--- src/rtl/irrx_pkg.sv ---
// Shared definitions for the remote control pulse pattern receiver.
// Assumes nothing beyond the standard two-valued encodings below.
package irrx_pkg;

    // Edge selection for interval measurement (11 behaves as 00).
    typedef enum logic [1:0] {
        MODE_PERIOD = 2'b00,
        MODE_HIGH   = 2'b01,
        MODE_WIDTH  = 2'b10,
        MODE_SPARE  = 2'b11
    } irrx_mode_e;

    // Window bank layout: index order is also match priority.
    localparam int NUM_WIN = 3;
    localparam int WIN_HDR = 0;
    localparam int WIN_D0  = 1;
    localparam int WIN_D1  = 2;

endpackage

--- src/rtl/irrx_edge_timer.sv ---
// Edge detector and interval counter.
// Finds input edges, decides which edges start a frame, restart the counter
// or measure, and flags the quiet-line timeout. Assumes sig_in is synchronous.
module irrx_edge_timer
    import irrx_pkg::*;
#(
    parameter int CW = 16
) (
    input  logic          clk,
    input  logic          rst_n,
    input  logic          enable,
    input  logic          cnt_tick,
    input  logic          sig_in,
    input  irrx_mode_e    mode,
    input  logic          busy,
    input  logic [CW-1:0] limit,
    output logic          start_ev,
    output logic          meas_ev,
    output logic          timeout_ev,
    output logic [CW-1:0] meas_val
);

    localparam logic [CW-1:0] CNT_TOP = '1;

    logic          sig_q;
    logic [CW-1:0] cnt_q;
    logic          rise, fall, restart_edge, meas_edge;

    // Remember the input level of the previous cycle.
    always_ff @(posedge clk) begin
        if (!rst_n) sig_q <= 1'b0;
        else        sig_q <= sig_in;
    end

    // Decode edges per mode: which edge restarts and which one measures.
    always_comb begin
        rise = sig_in & ~sig_q;
        fall = ~sig_in & sig_q;
        unique case (mode)
            MODE_HIGH: begin
                restart_edge = rise;
                meas_edge    = fall;
            end
            MODE_WIDTH: begin
                restart_edge = rise | fall;
                meas_edge    = rise | fall;
            end
            default: begin
                restart_edge = rise;
                meas_edge    = rise;
            end
        endcase
    end

    // Saturating interval counter, restarted by the restarting edge.
    always_ff @(posedge clk) begin
        if (!rst_n || !enable)  cnt_q <= '0;
        else if (restart_edge)  cnt_q <= '0;
        else if (cnt_tick && cnt_q != CNT_TOP) cnt_q <= cnt_q + 1'b1;
    end

    assign start_ev   = enable & ~busy & restart_edge;
    assign meas_ev    = enable & busy & meas_edge;
    assign timeout_ev = enable & busy & cnt_tick & ~restart_edge & (cnt_q > limit);
    assign meas_val   = cnt_q;

endmodule

--- src/rtl/irrx_window_bank.sv ---
// Window comparator bank.
// Checks one measurement against NW inclusive min/max windows and gives the
// largest maximum as the timeout limit. Purely combinational.
module irrx_window_bank #(
    parameter int CW = 16,
    parameter int NW = 3
) (
    input  logic [CW-1:0]         val,
    input  logic [NW-1:0][CW-1:0] wmin,
    input  logic [NW-1:0][CW-1:0] wmax,
    output logic [NW-1:0]         hit,
    output logic [CW-1:0]         limit
);

    // One inclusive range compare per window.
    for (genvar g = 0; g < NW; g++) begin : g_win
        assign hit[g] = (val >= wmin[g]) && (val <= wmax[g]);
    end

    // Largest maximum across all windows.
    always_comb begin
        limit = '0;
        for (int i = 0; i < NW; i++) begin
            if (wmax[i] > limit) limit = wmax[i];
        end
    end

endmodule

--- src/rtl/irrx_frame_ctrl.sv ---
// Frame state, match flags, bit counter and receive shift register.
// Assumes start_ev only arrives while idle and meas_ev only while busy.
module irrx_frame_ctrl
    import irrx_pkg::*;
#(
    parameter int BUF_W = 48,
    parameter int BCW   = $clog2(BUF_W + 1)
) (
    input  logic               clk,
    input  logic               rst_n,
    input  logic               enable,
    input  logic               hdr_en,
    input  logic               start_ev,
    input  logic               meas_ev,
    input  logic               timeout_ev,
    input  logic [NUM_WIN-1:0] hit,
    output logic               busy,
    output logic               full,
    output logic               hdr_hit,
    output logic               d0_hit,
    output logic               d1_hit,
    output logic               spc_hit,
    output logic               err,
    output logic [BCW-1:0]     bit_cnt,
    output logic [BUF_W-1:0]   rx_buf
);

    localparam logic [BCW-1:0] CNT_LAST = BCW'(BUF_W);
    localparam logic [BCW-1:0] CNT_PRE  = BCW'(BUF_W - 1);

    logic hdr_seen;
    logic gate_open;

    assign gate_open = ~hdr_en | hdr_seen;

    // Frame sequencing, classification result and data capture.
    always_ff @(posedge clk) begin
        if (!rst_n || !enable || start_ev) begin
            busy     <= start_ev && rst_n && enable;
            full     <= 1'b0;
            hdr_hit  <= 1'b0;
            d0_hit   <= 1'b0;
            d1_hit   <= 1'b0;
            spc_hit  <= 1'b0;
            err      <= 1'b0;
            hdr_seen <= 1'b0;
            bit_cnt  <= '0;
            rx_buf   <= '0;
        end else begin
            if (timeout_ev) busy <= 1'b0;
            if (meas_ev) begin
                if (hit[WIN_HDR]) begin
                    if (!hdr_seen) begin
                        {hdr_hit, d0_hit, d1_hit, spc_hit} <= 4'b1000;
                        hdr_seen <= 1'b1;
                    end else begin
                        {hdr_hit, d0_hit, d1_hit, spc_hit} <= 4'b0001;
                    end
                end else if (hit[WIN_D0] || hit[WIN_D1]) begin
                    if (gate_open) begin
                        d0_hit  <= hit[WIN_D0];
                        d1_hit  <= ~hit[WIN_D0];
                        hdr_hit <= 1'b0;
                        spc_hit <= 1'b0;
                        rx_buf  <= {rx_buf[BUF_W-2:0], ~hit[WIN_D0]};
                        if (bit_cnt == CNT_LAST) begin
                            bit_cnt <= BCW'(1);
                            full    <= 1'b0;
                        end else begin
                            bit_cnt <= bit_cnt + 1'b1;
                            if (bit_cnt == CNT_PRE) full <= 1'b1;
                        end
                    end
                end else begin
                    {hdr_hit, d0_hit, d1_hit, spc_hit} <= 4'b0000;
                    err <= 1'b1;
                end
            end
        end
    end

endmodule

--- src/rtl/ir_frame_rx.sv ---
// Top of the remote control pulse pattern receiver.
// Ties the edge timer, the window bank and the frame controller together.
// Assumes sig_in is synchronized and windows are stable during a frame.
module ir_frame_rx
    import irrx_pkg::*;
#(
    parameter  int CW    = 16,
    parameter  int BUF_W = 48,
    localparam int BCW   = $clog2(BUF_W + 1)
) (
    input  logic             clk,
    input  logic             rst_n,
    input  logic             enable,
    input  logic             cnt_tick,
    input  logic             sig_in,
    input  logic [1:0]       meas_mode,
    input  logic             hdr_en,
    input  logic [CW-1:0]    hdr_min,
    input  logic [CW-1:0]    hdr_max,
    input  logic [CW-1:0]    d0_min,
    input  logic [CW-1:0]    d0_max,
    input  logic [CW-1:0]    d1_min,
    input  logic [CW-1:0]    d1_max,
    output logic             rx_busy,
    output logic             buf_full,
    output logic             hdr_hit,
    output logic             d0_hit,
    output logic             d1_hit,
    output logic             spc_hit,
    output logic             err_flag,
    output logic [BCW-1:0]   bit_cnt,
    output logic [BUF_W-1:0] rx_buf
);

    logic [NUM_WIN-1:0][CW-1:0] wmin, wmax;
    logic [NUM_WIN-1:0]         hit;
    logic [CW-1:0]              limit, meas_val;
    logic                       start_ev, meas_ev, timeout_ev;

    // Pack the window inputs in priority order.
    always_comb begin
        wmin[WIN_HDR] = hdr_min;
        wmax[WIN_HDR] = hdr_max;
        wmin[WIN_D0]  = d0_min;
        wmax[WIN_D0]  = d0_max;
        wmin[WIN_D1]  = d1_min;
        wmax[WIN_D1]  = d1_max;
    end

    irrx_edge_timer #(.CW(CW)) u_timer (
        .clk        (clk),
        .rst_n      (rst_n),
        .enable     (enable),
        .cnt_tick   (cnt_tick),
        .sig_in     (sig_in),
        .mode       (irrx_mode_e'(meas_mode)),
        .busy       (rx_busy),
        .limit      (limit),
        .start_ev   (start_ev),
        .meas_ev    (meas_ev),
        .timeout_ev (timeout_ev),
        .meas_val   (meas_val)
    );

    irrx_window_bank #(.CW(CW), .NW(NUM_WIN)) u_bank (
        .val   (meas_val),
        .wmin  (wmin),
        .wmax  (wmax),
        .hit   (hit),
        .limit (limit)
    );

    irrx_frame_ctrl #(.BUF_W(BUF_W), .BCW(BCW)) u_ctrl (
        .clk        (clk),
        .rst_n      (rst_n),
        .enable     (enable),
        .hdr_en     (hdr_en),
        .start_ev   (start_ev),
        .meas_ev    (meas_ev),
        .timeout_ev (timeout_ev),
        .hit        (hit),
        .busy       (rx_busy),
        .full       (buf_full),
        .hdr_hit    (hdr_hit),
        .d0_hit     (d0_hit),
        .d1_hit     (d1_hit),
        .spc_hit    (spc_hit),
        .err        (err_flag),
        .bit_cnt    (bit_cnt),
        .rx_buf     (rx_buf)
    );

endmodule

--- config.mk ---
export PLATFORM = sky130hd
export DESIGN_NAME = ir_frame_rx
export DESIGN_NICKNAME = d
export VERILOG_FILES = /design/src/rtl/irrx_pkg.sv /design/src/rtl/irrx_edge_timer.sv /design/src/rtl/irrx_window_bank.sv /design/src/rtl/irrx_frame_ctrl.sv /design/src/rtl/ir_frame_rx.sv
export SDC_FILE = /design/constraint.sdc
export NUM_CORES = 1
export LEC_CHECK = 0
export CORE_ASPECT_RATIO = 1.25
export CORE_UTILIZATION = 52
export DETAILED_ROUTE_END_ITERATION = 10
export GPL_TIMING_DRIVEN = 0
export PLACE_DENSITY = 0.83
export SLEW_MARGIN = 40
export SYNTH_ARGS = -nofsm -noshare
export SYNTH_HDL_FRONTEND = slang
export SYNTH_SLANG_ARGS = --single-unit
--- constraint.sdc ---
create_clock -name clk -period 8.7 [get_ports clk]
set_input_delay 2.175 -clock clk [delete_from_list [all_inputs] [get_ports clk]]
set_output_delay 2.175 -clock clk [all_outputs]
set_load 0.005 [all_outputs]
# Yosys cells after proc, flatten, opt, wreduce, memory -nomap -nowiden
# Index checks and enable logic that the tools add are counted.
[classes]
add_sub_neg = 2
n_lt_le_gt_ge = 10
n_eq_ne = 6
muxes = 22
n_bitwise = 19
n_reduce_logical = 19
[ops]
columns = ["cell", "n"]
rows = [
  ["$ge A16 B16 Y1", 3],
  ["$gt A16 B16 Y1", 3],
  ["$le A16 B16 Y1", 3],
  ["$mux W16", 3],
  ["$mux W1", 17],
  ["$add A16 B1 Y16 const B", 1],
  ["$gt A16 B1 Y1 const B", 1],
  ["$ne A16 B16 Y1 const B", 1],
  ["$eq A6 B6 Y1 const B", 2],
  ["$and A1 B1 Y1", 9],
  ["$not A1 Y1", 8],
  ["$add A6 B1 Y6 const B", 1],
  ["$logic_and A1 B1 Y1", 6],
  ["$mux W6", 1],
  ["$reduce_and A5 Y1", 1],
  ["$reduce_and A2 Y1", 2],
  ["$reduce_and A4 Y1", 1],
  ["$reduce_bool A2 Y1", 2],
  ["$logic_or A1 B1 Y1", 3],
  ["$ne A3 B2 Y1 const B", 1],
  ["$reduce_and A3 Y1", 1],
  ["$eq A2 B1 Y1 const B", 1],
  ["$eq A2 B2 Y1 const B", 1],
  ["$logic_not A1 Y1", 2],
  ["3 further kinds", 4],
]
[word_totals]
ff_bits = 79
in_bits = 104
output_inout_bits = 61
elab_cells = 90

# Longest topological paths before layout
# Gate-level depths: netlist of the first run.
[logic_depth]
word_depth = 10
depth_mapped = 29

# Modules after synthesis
# Synthesis of the first run repeated with hierarchy kept, for this count alone.
[unflattened]
hier_cells = 897
area_unflattened_um2 = 7109.3
[modules_own_cells]
columns = ["module", "instances", "cells_per_inst", "area_each_um2"]
rows = [
  ["irrx_window_bank", 1, 452, 3495.9],
  ["irrx_frame_ctrl", 1, 282, 2290.9],
  ["irrx_edge_timer", 1, 163, 1322.5],
]

# Worst setup path before layout of the first run
# No wires, ideal clock.
[synth_timing]
kind = "input port to flip-flop"
start = "input port hdr_max[1]"
end = "register u_ctrl.busy, enable pin"
setup_time_ps = 262
arrival_ps = 7106
t_required_ps = 8438
slack_ps = 1332
stages = 29
path_buffers = 3
cell_sequence = "inv_1 -> ha_1 -> nor2b_1 -> o21ai_0 -> a21oi_1 -> o21ai_0 -> a21oi_1 -> o22ai_2 -> buf_2 -> mux2i_1 -> ha_1 -> a21o_1 -> a21o_1 -> a21oi_1 -> o21ai_0 -> a2111oi_0 -> a211o_1 -> buf_2 -> buf_4 -> mux2_2 -> ha_1 -> a21o_1 -> a21o_1 -> a21oi_1 -> o21ai_0 -> a21o_1 -> a21oi_1 -> o31a_1 -> o31ai_1"
[synth_via]
elab_chain_cells = 9
[synth_rtl]
columns = ["item", "line_no", "rtl"]
rows = [
  ["start: declaration", "ir_frame_rx.sv:19", "input logic [CW-1:0] hdr_max,"],
  ["$gt A16 B1 Y1", "irrx_window_bank.sv:24", "if (wmax[i] > limit) limit = wmax[i];"],
  ["$mux W16 *", "irrx_window_bank.sv:24", ""],
  ["$gt A16 B16 Y1", "irrx_window_bank.sv:24", ""],
  ["$mux W16 *", "irrx_window_bank.sv:24", ""],
  ["$gt A16 B16 Y1", "irrx_window_bank.sv:24", ""],
  ["$mux W16 *", "irrx_window_bank.sv:24", ""],
  ["$gt A16 B16 Y1 *", "irrx_edge_timer.sv:64", "assign timeout_ev = enable & busy & cnt_tick & ~restart_edge & (cnt_q > limit);"],
  ["$and A1 B1 Y1 *", "irrx_edge_timer.sv:64", ""],
  ["$reduce_bool A2 Y1 (no source line) *", "n/a", ""],
  ["end signal: assignment", "irrx_frame_ctrl.sv:39", "busy <= start_ev && rst_n && enable;"],
  ["end: declaration", "irrx_frame_ctrl.sv:17", "output logic busy,"],
]
# Mark *: on every way between the ends. The rest lies on a longest branch, timed or not.
# A chain may end at the register's enable or synchronous reset.

# Final worst setup path of the first run
[layout_timing]
start = "input port hdr_max[9]"
end = "register u_ctrl.busy, enable pin"
# Same word-level chain as after synthesis.

==> results.yml, run 1 <==
timing:
  hold_violations: 0
  post-route-period-util_pct: 94.8
  finalSetupTns_ns: 0
  finClkSkew_ns: 0.00461
  fmax_ghz: 0.121
  setup_violations: 0
  finalWorstSetupSlack_ns: 0.456
  slew_headroom_pct: 63.7
  drv_slew: 0
  hold_slack_ns: 0.490
  post-route-min-period_ns: 8.24
  tightest_slew_ns: 0.543
  rsz0062_at_grt: "false"
global_route:
  gr-usage-all-layers_pct: 26.2
  antenna_found_initial: 0
  grt_max_degree: 16
  grt_pass1_vias: 6518
  grt_pass1_wl_um: 29600
  overflow: 0
routing:
  vias_per_cell: 5.46
  remaining_drc_errors: 0
  ant_nets: 0
  routed_wl_um: 18000
  dr_total_vias: 6469
  drt-initial-drc-count: 321
  drt-pass1-iter-count: 4
  wl_per_cell_um: 15.2
finish:
  syn_to_final_growth_pct: 31.0
  fin_cells: 1184
  final_cell_mix: "clkdlybuf4s50_1, ha_1, inv_1"
  layout-drive-gt1-share_pct: 5.03
  layout_commonest_cell: "clkdlybuf4s50_1"
  diodes: 0
  final_net_count: 1263
floorplanning:
  core_area_um2: 13200
  pin_count: 165
  dieHeight_um: 132
  initial_core_util_pct: 53.2
  die_w_um: 106
  fp.dieArea_um2: 13900
  rows: 47
placed_design:
  post-place-cells: 1168
  gp_congestion: 0.920
  post-place-ws_ns: -0.0118
  dp_hpwl_um: 14400
  io_buffers: 164
cts:
  clk_latency_ns: 0.34
  clk_pin_slew_worst_paths_ns: 0.06
  cts_buffer_depth: 2
  htree_levels: 3
  root_buffer: "clkbuf_16"
  numCtsBuffers: 9
  cts_tree: "built"
  cts_sinks: 79
outcome:
  outcome: "completed"
critical_path:
  critical_path.most_common_cell: "a21o_1"
  crit_required_ns: 8.78
  cp-end-kind: "register"
  arrival_ns: 8.33
  cpPeakStageDelay_ns: 0.53
  path_class: "primary input to register"
  r2r_slack_ns: 5.54
  critPathSlowestCell: "clkdlybuf4s50_1"
  crit_fanout: 10
  startpoint_type: "primary input"
hold_path:
  hold_class: "register to register"
power:
  p_per_area_nw_per_um2: 106
  leakagePower_nw: 4.27
  worst_ir_drop_vdd_uv: 126
yosys:
  synth_area_um2: 7000
  ys_types: 56
  synth_seq_cells: 79
  async_reset_ff_share_pct: 0
  synth_nets: 1088
  yosysSeqAreaShare_pct: 22.7
  yosys_warnings: 0
  synth_edf_count: 1
  synthFlopType: "dfxtp_1"
  postSynthAreaPerCell_um2: 8.41
  syn_inst: 833
run:
  drv_cap: 0
[synth_stat cells (4+ instances only)]
master | instances | area [µm²]
nand2_1 | 39 | 146
nor4_1 | 4 | 25.0
nand2b_1 | 6 | 37.5
nor3_1 | 5 | 25.0
inv_1 | 122 | 458
clkbuf_1 | 9 | 33.8
a21oi_1 | 56 | 280
xor2_1 | 9 | 78.8
mux2i_1 | 64 | 641
dfxtp_1 | 78 | 1560
nand4_1 | 33 | 206
and4_1 | 4 | 35.0
o211ai_1 | 4 | 30.0
ha_1 | 151 | 1890
mux2_2 | 17 | 191
buf_2 | 5 | 25.0
and3_1 | 5 | 31.3
a21o_1 | 21 | 158
nand3_1 | 17 | 85.1
nor2b_1 | 10 | 62.6
nor2_1 | 89 | 334
o21ai_0 | 24 | 120
xnor2_1 | 4 | 35.0
a211oi_1 | 4 | 30.0
[cell type report]
type / count / area [µm²]
plain buffers: 18 / 96.3
inverters: 122 / 458
flip-flops and latches: 79 / 1590
well taps: 171 / 214
clock buffers: 9 / 225
fillers: 1036 / 4000
clock inverters: 7 / 78.8
repair buffers: 164 / 1640
multi-input cells: 614 / 4870
[registers in the layout (all words and copies together) (netlist names)]
register / cells
u_ctrl.rx_buf: 48
u_timer.meas_val: 16
u_ctrl.bit_cnt: 6
u_ctrl.busy: 1
u_ctrl.d0_hit: 1
u_ctrl.d1_hit: 1
u_ctrl.err: 1
u_ctrl.full: 1
u_ctrl.hdr_hit: 1
u_ctrl.hdr_seen: 1
u_ctrl.spc_hit: 1
u_timer.sig_q: 1
[critical path: cells and delay by family]
family	cells	cell delay [ns]
adder cells (fa/ha/maj)	3	0.89
AO/OA/AOI/OAI	19	3.20
multiplexers	2	0.66
buffers and inverters	5	1.36
[stage by stage]
step                power, W  instance area, µm²  utilization (%)
finish              0.000968                9170             69.6
detailed placement  0.000593                8860             67.2
global placement    0.000586                8860             67.2
floorplan           0.000503                7000                -
CTS                 0.000973                9160             69.6
global route         0.00101                9170             69.6
[report_power, final]
group          switching [W]  internal [W]
Clock               0.000156      0.000225
Combinational       0.000106      0.000116
Sequential        0.00000114      0.000363
Total               0.000263      0.000704
[layer usage]
layer | routed length, µm | share of wire (%) | vias up | global-route usage [%]
met5 | 0 | 0 | - | 0
li1 | - | - | 3292 | -
met2 | 8820 | 49 | 188 | 47.2
met4 | 527 | 2.9 | 0 | 10.6
met3 | 1260 | 7.0 | 36 | 6.23
met1 | 7400 | 41 | 2953 | 29.4
[what timing repair did]
action | CTS | global route
resized for setup | 0 | 2
buffers inserted | 0 | 0
hold buffers | 0 | 0
setup endpoints to repair | 0 | 1
[worst paths after layout]
check | startpoint | endpoint | cells after the start
min reg2reg | u_ctrl.hdr_hit | u_ctrl.hdr_hit | 2
min | u_ctrl.hdr_hit | u_ctrl.hdr_hit | 2
max reg2reg | u_timer.meas_val[7] | u_ctrl.rx_buf[34] | 11
max | hdr_max[9] | u_ctrl.busy | 29
[cell families after synthesis]
kind of cell | Yosys count | synth area share [%]
buffers and inverters | 140 | 7.91
DFF | 79 | 22.7
muxes | 81 | 11.9
adders and majority gates | 151 | 27.0
AOI/OAI and AO/OA | 150 | 14.1
xor gates and xnor gates | 13 | 1.63
and+or+nand+nor | 219 | 14.8
No activity file was read; power rests on OpenSTA's default activity.
==> inputs of run 2 (changes only) <==
Settings changed: GPL_ROUTABILITY_DRIVEN from default to 0.
==> results of run 2 <==
Same layout as run 1: the final DEF is identical, and so are final timing and power.
==> inputs of run 3 (changes only) <==
Settings changed: CORE_MARGIN from default to 8, CORE_UTILIZATION 52 to 50, PLACE_DENSITY 0.83 to 0.8, SKIP_CTS_REPAIR_TIMING from default to 1.
==> results.yml, run 3 (synthesized netlist as in run 1, its figures left out) <==
hold_path:
  hold_class: "register to register"
  min_from: "u_ctrl.hdr_hit"
  min_delay_worst_endpoint: "u_ctrl.hdr_hit"
  hold_path_depth: 2
routing:
  wl_per_cell_um: 16.1
  routed_wl_um: 19200
  drt-pass1-iter-count: 6
  drt-initial-drc-count: 232
  vias_per_cell: 5.44
  remaining_drc_errors: 0
  dr_total_vias: 6488
  ant_nets: 0
timing:
  setup_violations: 0
  slew_headroom_pct: 64.3
  hold_violations: 0
  fmax_ghz: 0.121
  post-route-period-util_pct: 95.1
  hold_slack_ns: 0.464
  finClkSkew_ns: 0.00367
  drv_slew: 0
  rsz0062_at_grt: "false"
  post-route-min-period_ns: 8.27
  tightest_slew_ns: 0.534
cts:
  cts_buffer_depth: 2
  cts_tree: "built"
  numCtsBuffers: 9
  clk_latency_ns: 0.33
  cts_sinks: 79
  root_buffer: "clkbuf_16"
  htree_levels: 3
  clk_pin_slew_worst_paths_ns: 0.05
floorplanning:
  pin_count: 165
  rows: 48
  die_w_um: 122
  fp.dieArea_um2: 18100
  initial_core_util_pct: 50.9
  dieHeight_um: 148
  core_area_um2: 13800
finish:
  largest_register_ffs: 48
  fin_area_um2: 9230
  final_cell_mix: "clkdlybuf4s50_1, ha_1, inv_1"
  final_net_count: 1267
  diodes: 0
  regMostFlops: "u_ctrl.rx_buf"
  layout-drive-gt1-share_pct: 5.21
  syn_to_final_growth_pct: 31.8
  final_core_util_pct: 67.1
  layout_commonest_cell: "clkdlybuf4s50_1"
global_route:
  grt_pass1_wl_um: 31200
  grt_max_degree: 13
  antenna_found_initial: 0
  overflow: 0
  gr-usage-all-layers_pct: 21.4
  grt_pass1_vias: 6574
power:
  worst_ir_drop_vdd_uv: 129
  p_total_w: 0.000991
  p_per_area_nw_per_um2: 107
  leakagePower_nw: 4.30
critical_path:
  cp-end-kind: "register"
  crit_required_ns: 8.77
  arrival_ns: 8.34
  critical_path.most_common_cell: "a21o_1"
  reg2reg_depth: 12
  crit_fanout: 10
  r2r_slack_ns: 5.54
  cpPeakStageDelay_ns: 0.52
  path_class: "primary input to register"
  critPathSlowestCell: "clkdlybuf4s50_1"
  rr_startpoint: "u_timer.meas_val[0]"
  startpoint_type: "primary input"
  regToRegEndpoint: "u_ctrl.rx_buf[26]"
run:
  drv_cap: 0
outcome:
  outcome: "completed"
placed_design:
  dp_hpwl_um: 15600
  io_buffers: 164
  placedInstanceArea_um2: 8860
[run 3: cell types whose count changed in the layout (fill, tap and decap cells not counted), sizes merged]
cell | before | now
clkinvlp | 1 | 0
clkinv | 2 | 1
buf | 9 | 12
bufinv | 1 | 2
inv | 125 | 122
clkbuf | 18 | 23
[run 3: area by class of cell]
| class | count | area, µm² |
|---|---|---|
| plain buffers | 18 | 98.8 |
| clock buffers | 13 | 260 |
| flip-flops and latches | 79 | 1590 |
| repair buffers | 168 | 1670 |
| multi-input cells | 614 | 4860 |
| clock inverters | 3 | 65.1 |
| inverters | 122 | 458 |
| well taps | 175 | 219 |
| fillers | 1164 | 4520 |
[run 3: critical path: cells and delay by family]
kind                       cells  cell delay, ns
buffers and inverters          5            1.27
muxes                          2            0.65
AOI/OAI and AO/OA             19            3.36
adders and majority gates      3            0.88
[run 3: layer usage]
metal	vias to the layer above	part of all wire [%]	GRT usage, %	routed length, µm
met5	-	0	0	0
met4	0	3.9	9.65	745
met3	41	7.3	6.64	1410
met2	175	48	37.0	9240
met1	2965	41	23.1	7850
li1	3307	-	-	-
[run 3: stage by stage]
step,cells,setup TNS (ns),setup slack [ns]
6_report,1192,0,0.430
5_1_grt,1192,0,0.00832
4_1_cts,1188,0,0.180
3_5_place_dp,1172,-0.159,-0.159
3_3_place_gp,1172,-0.112,-0.112
2_1_floorplan,833,0,1.33
[run 3: worst max-delay path by stage]
stage                           start          end
after detailed placement   hdr_max[9]  u_ctrl.busy
after floorplan            hdr_max[1]  u_ctrl.busy
final                      hdr_max[9]  u_ctrl.busy
after global routing      hdr_max[15]  u_ctrl.busy
after global placement     hdr_max[9]  u_ctrl.busy
after CTS                  hdr_max[9]  u_ctrl.busy
[run 3: where the power goes]
part,switching [W],leakage (nW),internal (W)
Combinational,0.000104,3.50,0.000119
Sequential,0.00000110,0.640,0.000364
Clock,0.000138,0.160,0.000266
